===== config.mk =====
export PLATFORM = sky130hd
export DESIGN_NAME = lsm_seq
export DESIGN_NICKNAME = d
export VERILOG_FILES = /design/src/rtl/lsm_pkg.sv /design/src/rtl/lsm_popcount.sv /design/src/rtl/lsm_lowbit.sv /design/src/rtl/lsm_seq.sv
export SDC_FILE = /design/constraint.sdc
export NUM_CORES = 1
export LEC_CHECK = 0
export BUFFER_PORTS_ARGS = -buffer_cell sky130_fd_sc_hd__buf_2
export CORE_ASPECT_RATIO = 0.75
export CORE_UTILIZATION = 52
export CTS_CLUSTER_SIZE = 14
export DETAILED_ROUTE_END_ITERATION = 12
export GPL_TIMING_DRIVEN = 0
export PLACE_DENSITY = 0.75
export SLEW_MARGIN = 20
export SYNTH_ARGS = -nofsm -noshare
export SYNTH_HDL_FRONTEND = slang
export SYNTH_SLANG_ARGS = --single-unit

===== constraint.sdc =====
create_clock -name clk -period 8.12 [get_ports clk]
set_input_delay 1.624 -clock clk [delete_from_list [all_inputs] [get_ports clk]]
set_output_delay 1.624 -clock clk [all_outputs]
set_load 0.02 [all_outputs]

===== src/rtl/lsm_pkg.sv =====
// Shared types for the block-transfer micro-op sequencer.
// Assumes a two-bit opcode field that the downstream stage decodes.
package lsm_pkg;

    typedef enum logic [1:0] {
        UOP_ADDI = 2'd0,
        UOP_SUBI = 2'd1,
        UOP_LDR  = 2'd2,
        UOP_STR  = 2'd3
    } uop_op_e;

    typedef enum logic [1:0] {
        PH_IDLE = 2'd0,
        PH_COPY = 2'd1,
        PH_MEM  = 2'd2,
        PH_WB   = 2'd3
    } seq_phase_e;

    typedef struct packed {
        logic up;
        logic pre;
        logic load;
        logic wback;
        logic user;
    } xfer_mode_t;

endpackage


===== src/rtl/lsm_popcount.sv =====
// Counts the set bits of a register list.
// Purely combinational; CNT_W must hold the value W.
module lsm_popcount #(
    parameter int W     = 16,
    parameter int CNT_W = $clog2(W + 1)
) (
    input  logic [W-1:0]     vec,
    output logic [CNT_W-1:0] count
);
    // Sum the bits of the list one by one.
    always_comb begin
        count = '0;
        for (int i = 0; i < W; i++) begin
            count = count + CNT_W'(vec[i]);
        end
    end
endmodule


===== src/rtl/lsm_lowbit.sv =====
// Finds the lowest set bit of a vector: its index, a one-hot mask of it,
// and whether it is the only bit set. Purely combinational.
module lsm_lowbit #(
    parameter int W     = 16,
    parameter int IDX_W = $clog2(W)
) (
    input  logic [W-1:0]     vec,
    output logic [IDX_W-1:0] idx,
    output logic [W-1:0]     onehot,
    output logic             found,
    output logic             single
);
    // Scan from the top down so that the lowest set bit wins.
    always_comb begin
        idx = '0;
        for (int i = W - 1; i >= 0; i--) begin
            if (vec[i]) idx = IDX_W'(i);
        end
    end

    // Isolate the lowest bit and test whether any other bit remains.
    always_comb begin
        onehot = vec & (~vec + W'(1));
        found  = |vec;
        single = found && ((vec & (vec - W'(1))) == '0);
    end
endmodule


===== src/rtl/lsm_seq.sv =====
// Block-transfer micro-op sequencer.
// Accepts one instruction when idle and emits a copy micro-op, one memory
// micro-op per listed register (ascending), and an optional base update.
// Assumes the instruction fields are valid only in the accepting cycle and
// that a micro-op is consumed on any edge with out_valid and out_ready high.
module lsm_seq
    import lsm_pkg::*;
#(
    parameter int LIST_W    = 16,
    parameter int REG_W     = 6,
    parameter int OFF_W     = 8,
    parameter int USER_BASE = 16,
    parameter int TMP_REG   = 32,
    parameter int STEP      = 4
) (
    input  logic             clk,
    input  logic             rst_n,
    input  logic             in_valid,
    output logic             in_ready,
    input  logic [15:0]      in_reglist,
    input  logic [3:0]       in_base,
    input  logic             in_up,
    input  logic             in_pre,
    input  logic             in_load,
    input  logic             in_wback,
    input  logic             in_user,
    output logic             out_valid,
    input  logic             out_ready,
    output logic [1:0]       out_op,
    output logic [REG_W-1:0] out_rd,
    output logic [REG_W-1:0] out_rb,
    output logic [OFF_W-1:0] out_imm,
    output logic             out_neg,
    output logic             out_last
);
    localparam int IDX_W = $clog2(LIST_W);
    localparam int CNT_W = $clog2(LIST_W + 1);

    seq_phase_e         phase_q;
    xfer_mode_t         mode_q;
    logic [LIST_W-1:0]  list_q;
    logic [IDX_W-1:0]   base_q;
    logic [CNT_W-1:0]   cnt_q;
    logic [OFF_W-1:0]   off_q;

    logic [CNT_W-1:0]   in_cnt;
    logic [OFF_W-1:0]   start_off;
    logic [OFF_W-1:0]   cnt_bytes;
    logic [IDX_W-1:0]   low_idx;
    logic [LIST_W-1:0]  low_mask;
    logic               low_found;
    logic               low_single;
    logic               fire;
    logic               accept;

    lsm_popcount #(.W(LIST_W), .CNT_W(CNT_W)) u_count (
        .vec   (in_reglist),
        .count (in_cnt)
    );

    lsm_lowbit #(.W(LIST_W), .IDX_W(IDX_W)) u_low (
        .vec    (list_q),
        .idx    (low_idx),
        .onehot (low_mask),
        .found  (low_found),
        .single (low_single)
    );

    // Handshake strobes on both sides.
    always_comb begin
        in_ready  = (phase_q == PH_IDLE);
        out_valid = (phase_q != PH_IDLE);
        accept    = in_valid && in_ready;
        fire      = out_valid && out_ready;
    end

    // First memory offset: 4N-4 when descending, plus 4 for pre-indexing.
    always_comb begin
        start_off = in_up ? '0 : ((OFF_W'(in_cnt) * OFF_W'(STEP)) - OFF_W'(STEP));
        if (in_pre) start_off = start_off + OFF_W'(STEP);
        cnt_bytes = OFF_W'(cnt_q) * OFF_W'(STEP);
    end

    // Phase sequencing and latched instruction state.
    always_ff @(posedge clk) begin
        if (!rst_n) begin
            phase_q <= PH_IDLE;
            mode_q  <= '0;
            list_q  <= '0;
            base_q  <= '0;
            cnt_q   <= '0;
            off_q   <= '0;
        end else begin
            case (phase_q)
                PH_IDLE: begin
                    if (accept) begin
                        phase_q <= PH_COPY;
                        mode_q  <= '{up: in_up, pre: in_pre, load: in_load,
                                     wback: in_wback, user: in_user};
                        list_q  <= in_reglist;
                        base_q  <= in_base;
                        cnt_q   <= in_cnt;
                        off_q   <= start_off;
                    end
                end
                PH_COPY: begin
                    if (fire) begin
                        if (cnt_q != '0)       phase_q <= PH_MEM;
                        else if (mode_q.wback) phase_q <= PH_WB;
                        else                   phase_q <= PH_IDLE;
                    end
                end
                PH_MEM: begin
                    if (fire) begin
                        list_q <= list_q & ~low_mask;
                        off_q  <= mode_q.up ? off_q + OFF_W'(STEP) : off_q - OFF_W'(STEP);
                        if (low_single) phase_q <= mode_q.wback ? PH_WB : PH_IDLE;
                    end
                end
                default: begin
                    if (fire) phase_q <= PH_IDLE;
                end
            endcase
        end
    end

    // Format the micro-op for the current phase.
    always_comb begin
        out_op   = UOP_ADDI;
        out_rd   = REG_W'(TMP_REG);
        out_rb   = REG_W'(base_q);
        out_imm  = '0;
        out_neg  = 1'b0;
        out_last = 1'b0;
        case (phase_q)
            PH_COPY: begin
                out_last = (cnt_q == '0) && !mode_q.wback;
            end
            PH_MEM: begin
                out_op   = mode_q.load ? UOP_LDR : UOP_STR;
                out_rd   = mode_q.user ? REG_W'(USER_BASE) + REG_W'(low_idx) : REG_W'(low_idx);
                out_rb   = REG_W'(TMP_REG);
                out_imm  = off_q;
                out_neg  = !mode_q.up;
                out_last = low_single && !mode_q.wback;
            end
            PH_WB: begin
                out_op   = mode_q.up ? UOP_ADDI : UOP_SUBI;
                out_rd   = REG_W'(base_q);
                out_imm  = cnt_bytes;
                out_last = 1'b1;
            end
            default: ;
        endcase
    end

    // ---------------- assertions ----------------
    // an accepted instruction starts with the copy into the scratch register.
    a_r1_copy_first: assert property (@(posedge clk) disable iff (!rst_n)
        accept |=> (out_valid && out_op == UOP_ADDI && out_rd == REG_W'(TMP_REG)
                    && out_imm == '0));

    // memory micro-ops address through the scratch register.
    a_r1_mem_via_tmp: assert property (@(posedge clk) disable iff (!rst_n)
        (out_valid && out_op[1]) |-> (out_rb == REG_W'(TMP_REG)));

    // consecutive memory micro-ops visit strictly ascending registers.
    a_r2_ascending: assert property (@(posedge clk) disable iff (!rst_n)
        (fire && out_op[1] && !out_last) |=>
            (!out_op[1] || (out_rd[IDX_W-1:0] > $past(out_rd[IDX_W-1:0]))));

    // the last micro-op ends the stream; any other keeps it going.
    a_r7_last_ends: assert property (@(posedge clk) disable iff (!rst_n)
        (fire && out_last) |=> !out_valid);
    a_r7_more_follows: assert property (@(posedge clk) disable iff (!rst_n)
        (fire && !out_last) |=> out_valid);

    // a stalled micro-op holds all its fields.
    a_r9_hold: assert property (@(posedge clk) disable iff (!rst_n)
        (out_valid && !out_ready) |=> (out_valid && $stable(out_op) && $stable(out_rd)
            && $stable(out_rb) && $stable(out_imm) && $stable(out_neg) && $stable(out_last)));

    // no instruction is taken while a stream is being emitted.
    a_r10_busy_blocks: assert property (@(posedge clk) disable iff (!rst_n)
        out_valid |-> !in_ready);
endmodule


# Word-level counts from Yosys, hierarchy flattened
# Index checks and enable logic that the tools add are counted.
# W data, S select, Z words.
totals:
  ff_bits: 39
  output_inout_bits: 26
  mem_bits_ro: 0
  latchBits: 0
  mem_count: 0
  in_bits: 29
  wordCells: 103
  ramBits: 0
classes:
  n_bitwise: 5
  n_mul: 0
  mux: 42
  n_reduce_logical: 18
  magnitude_cmp: 0
  add_sub_neg: 22
  shift: 0
  div: 0
  n_eq_ne: 7
op_table:
  columns: ["op", "n"]
  rows:
  - ["$add A5 B1 Y5", 14]
  - ["$mux W4", 16]
  - ["$and A16 B16 Y16", 3]
  - ["$mux W8", 5]
  - ["$mux W16", 2]
  - ["$not A16 Y16", 2]
  - ["$pmux W16 S2", 1]
  - ["$pmux W8 S2", 2]
  - ["$add A16 B1 Y16 const B", 1]
  - ["$add A8 B3 Y8 const B", 2]
  - ["$logic_not A16 Y1", 1]
  - ["$reduce_or A16 Y1", 1]
  - ["$sub A16 B1 Y16 const B", 1]
  - ["$mux W2", 7]
  - ["$mux W6", 2]
  - ["$pmux W6 S2", 1]
  - ["$sub A7 B3 Y8 const B", 1]
  - ["$sub A8 B3 Y8 const B", 1]
  - ["$add A5 B4 Y6 const A", 1]
  - ["$ne A2 B2 Y1 const B", 3]
  - ["$pmux W2 S3", 1]
  - ["$reduce_bool A2 Y1", 3]
  - ["$logic_and A1 B1 Y1", 5]
  - ["$logic_not A5 Y1", 1]
  - ["other kinds (13)", 17]

# Depth between registers and ports, before layout
logic_depth:
  ltp_word: 21
  depth_mapped: 17
  ltp_nobuf: 17

# Modules after synthesis
# From an unflattened synthesis, not the netlist that was laid out.
hier_totals:
  cells_unflattened: 418
  area_unflattened_um2: 3040.4
modules_own_cells:
  columns: ["module", "cells_each", "area_per_inst_um2", "seq_area_each_um2", "n_inst"]
  rows:
  - ["lsm_seq", 288, 2129.5, 740.7, 1]
  - ["lsm_lowbit", 83, 503.0, 0.0, 1]
  - ["lsm_popcount", 47, 407.9, 0.0, 1]

# Worst setup path before layout
# Ideal clock, no wire load.
synth_timing:
  kind: "input port to flip-flop"
  from: "input port in_reglist[0]"
  to: "register off_q[7]"
  path_stages: 15
  setup_time_ns: 0.078
  t_required_ns: 8.042
  n_path_buf: 0
  path_slack_ns: 1.910
  arrival_time_ns: 6.132
  cell_sequence: "ha_1 -> inv_1 -> fa_1 -> fa_1 -> fa_1 -> fa_1 -> fa_1 -> fa_1 -> ha_1 -> xor2_1 -> nor4b_2 -> nor2_1 -> a41oi_1 -> a31oi_1 -> nor3_1"
synth_between:
  elab_chain_len: 21
synth_rtl:
  columns: ["item", "line", "source"]
  rows:
  - ["start, declared", "lsm_seq.sv:20", "input logic [15:0] in_reglist,"]
  - ["$add A1 B1 Y2 (*)", "lsm_popcount.sv:14", "count = count + CNT_W'(vec[i]);"]
  - ["$add A5 B1 Y5 (*) (14 in a row)", "lsm_popcount.sv:14", null]
  - ["$sub A7 B3 Y8 (*)", "lsm_seq.sv:79", "start_off = in_up ? '0 : ((OFF_W'(in_cnt) * OFF_W'(STEP)) - OFF_W'(STEP));"]
  - ["$mux W8 (*)", "lsm_seq.sv:79", null]
  - ["$add A8 B3 Y8", "lsm_seq.sv:80", "if (in_pre) start_off = start_off + OFF_W'(STEP);"]
  - ["$mux W8 (*)", "lsm_seq.sv:80", null]
  - ["$mux W8 (*)", "lsm_seq.sv:96", "if (accept) begin"]
  - ["$pmux W8 S2 (*)", "lsm_seq.sv:94", "case (phase_q)"]
  - ["end signal, assigned", "lsm_seq.sv:103", "off_q <= start_off;"]
  - ["end signal, assigned", "lsm_seq.sv:116", "off_q <= mode_q.up ? off_q + OFF_W'(STEP) : off_q - OFF_W'(STEP);"]
  - ["end, declared", "lsm_seq.sv:44", "logic [OFF_W-1:0] off_q;"]
# Every way passes the cells marked *; elsewhere a longest branch is shown, timed or not. The select of a mux whose other input is x is not followed.
# A chain may end at the register's enable or synchronous reset.

# Worst setup path after layout
# Ends and elaborated chain as after synthesis.

==> flow_summary.yaml <==
yosys:
  ys_seq_area_share_pct: 24.2
  yosysMostFrequentCell: "nand2_1"
  ys_types: 65
  avgSynthCellArea_um2: 7.96
  synth_common_cells: "nand2_1 (40), dfxtp_1 (37), inv_1 (36), a21oi_1 (32), nor2_1 (25)"
  synth_largest_area_cell: "dfxtp_1"
  syn_area_mm2: 0.00306
  ys_top_cells_by_area: "dfxtp_1 (24%), fa_1 (7.2%), ha_1 (5.7%)"
  async_flop_share_pct: 0
  postSynthCellCount: 385
  yosysWarnings: 0
  synth-edff-count: 0
  synth_top_area_share_pct: 24.2
  synth-seq-cells: 37
  dominantRegCellSynth: "dfxtp_1"
timing:
  setup_ws_ns: 1.55
  slew_viol_final: 0
  skew_ns: 0.00625
  worstMarginPinSlew_ns: 0.795
  min_period_ns: 6.57
  fmax_ghz: 0.152
  rsz0062_at_grt: "no"
  period_share_pct: 80.9
  fin_tns_setup_ns: 0
  finalHoldViolations: 0
  finalSetupViolations: 0
  maxSlewHeadroom_pct: 46.8
global_route:
  grt.total_usage_pct: 27.7
  antenna_found_initial: 0
  grt_pass1_vias: 2628
  grt_max_degree: 13
  grt_pass1_wl_um: 13200
  globalRouteOverflowTotal: 0
worst_hold_path:
  hp-class: "reg2reg"
cells_and_area:
  nFillCells: 508
  syn_to_final_growth_pct: 15.1
  diodes: 0
  final_core_util_pct: 64.1
  fin_area_mm2: 0.00353
  nets: 498
  drive_gt1_share_pct: 17.1
critical_path:
  path_max_fanout: 7
  path_class: "in2reg"
  worstPathArrival_ns: 6.79
  critPathMaxStageDelay_ns: 0.57
  crit_family: "adder cells"
  worst_path_most_repeated_cell: "fa_1"
  start_kind: "input pin"
  crit_buf_inv: 2
  slowest_stage: "nor4b_2"
  cp_cell_sequence: "buf_2 -> ha_1 -> inv_1 -> fa_1 -> fa_1 -> fa_1 -> fa_1 -> fa_1 -> fa_1 -> xor2_1 -> xor2_1 -> nor4b_2 -> nor2_1 -> a41oi_1 -> a31oi_1 -> nor3_1"
  cp-end-kind: "flop"
  cp.required_ns: 8.35
placed_design:
  dp_hpwl_um: 6310
  port-buffer-count: 50
  place_area_mm2: 0.00341
  preCtsSetupSlack_ns: 1.25
  globalplace.congestion: 0.890
power:
  leakagePower_nw: 1.55
  irDropWorstVdd_v: 0.000160
  power_mw: 1.27
  power_density_mw_per_mm2: 359
clock_network:
  holdBufCountCts: 0
  worstSkewPairLatency_ns: 0.30
  cts_setup_buffers: 0
  cts_inserted_buffers: 5
  clock_path_buffers: 2
  cts_resized: 0
  cts_tree: "done"
  path_clk_slew_ns: 0.08
  clock_sinks: 37
  htreeDepth: 2
  cts_root_buf: "clkbuf_8"
routing:
  wl_um: 8240
  vias: 2975
  drc: 0
  ant_nets: 0
  drtPass1Iterations: 5
  viasPerCell: 5.72
  wl_per_cell_um: 15.9
  drt_iter0_drc: 196
job:
  drv_cap: 0
floorplanning:
  fp.dieW_um: 90.6
  num_rows: 23
  ios: 55
  dieArea_mm2: 0.00620
  core_region_area_mm2: 0.00550
  start_util_pct: 55.7
  die_y_um: 68.5
status:
  status: "finished, final reports clean"
==> per-layer routing <==
metal,up-vias,GRT usage (%),wire (um)
met5,-,0,0
met4,0,5.44,69
met3,11,4.11,694
met2,140,44.1,3530
met1,1361,40.0,3950
li1,1463,-,-
==> worst reg2reg max path: cells and delay by family (launching register included) <==
family	cells	cell delay, ns
DFF	1	0.40
AOI/OAI and AO/OA	1	0.37
adders and majority gates	1	0.23
buffers and inverters	2	0.30
and+or+nand+nor	3	1.13
==> sequential cells by signal, summed over array words and instances, names as in the netlist <==
| register | cells |
|---|---|
| phase_q | 2 |
| off_q | 6 |
| cnt_q | 5 |
| base_q | 4 |
| list_q | 16 |
| mode_q | 4 |
==> stage by stage <==
stage               instances  hold slack (ns)
finish                    520            0.464
global placement          512            0.447
detailed placement        512            0.457
CTS                       520            0.468
floorplan                 387            0.439
global route              520            0.508
==> cell usage in the layout (no fill, tap or decap), drive strengths merged, types with 2 or more instances in the layout <==
master   n
nor4     8
o21bai   3
or4      3
xor2     4
a31oi    2
xnor2    5
a32oi    2
a21boi  11
o211a    2
clkbuf  23
a211oi   4
and2     7
nand3    5
buf     60
nor4b    2
a221oi   2
mux2i    7
nand2b   4
fa      11
dfxtp   37
nand4    2
a21o     2
o22ai    4
nor2    25
a21oi   33
o31ai    8
a22oi    2
inv     36
a22o     6
nand2   40
nor3     6
o21ai   18
ha      14
nor3b    5
conb     3
o211ai   5
nor2b   15
==> kinds of logic after synthesis <==
group / share of synthesized area, %
xor gates and xnor gates: 3.31
AOI/OAI and AO/OA: 26.4
buffers and inverters: 8.70
DFF: 24.2
adders and majority gates: 13.2
other: 0.122
and+or+nand+nor: 21.8
muxes: 2.29
==> power breakdown <==
group	total (mW)	internal, mW	switching, mW
combinational	0.828	0.331	0.497
sequential	0.271	0.229	0.0421
clock	0.167	0.0923	0.0749
total	1.27	0.652	0.614
==> cell type report <==
class / instances / area (um2) / share of cell area (%)
sequential: 37 / 741 / 21.0
clock buffer: 6 / 72.6 / 2.06
multi-input combinational: 287 / 2060 / 58.5
clock inverter: 2 / 38.8 / 1.10
tap: 75 / 93.8 / 2.66
inverter: 36 / 135 / 3.83
timing repair buffer: 50 / 250 / 7.10
buffer: 27 / 131 / 3.73
==> path summary, 6_finish.rpt <==
check	endpoint	depth (start not counted)	startpoint	slack (ns)
worst max-delay path	off_q[7]	16	in_reglist[0]	1.55
worst min-delay path	mode_q[0]	2	mode_q[0]	0.46
worst max register to register	off_q[4]	7	phase_q[0]	5.58
worst min register to register	mode_q[0]	2	mode_q[0]	0.46
(Power assumes the default switching activity.)
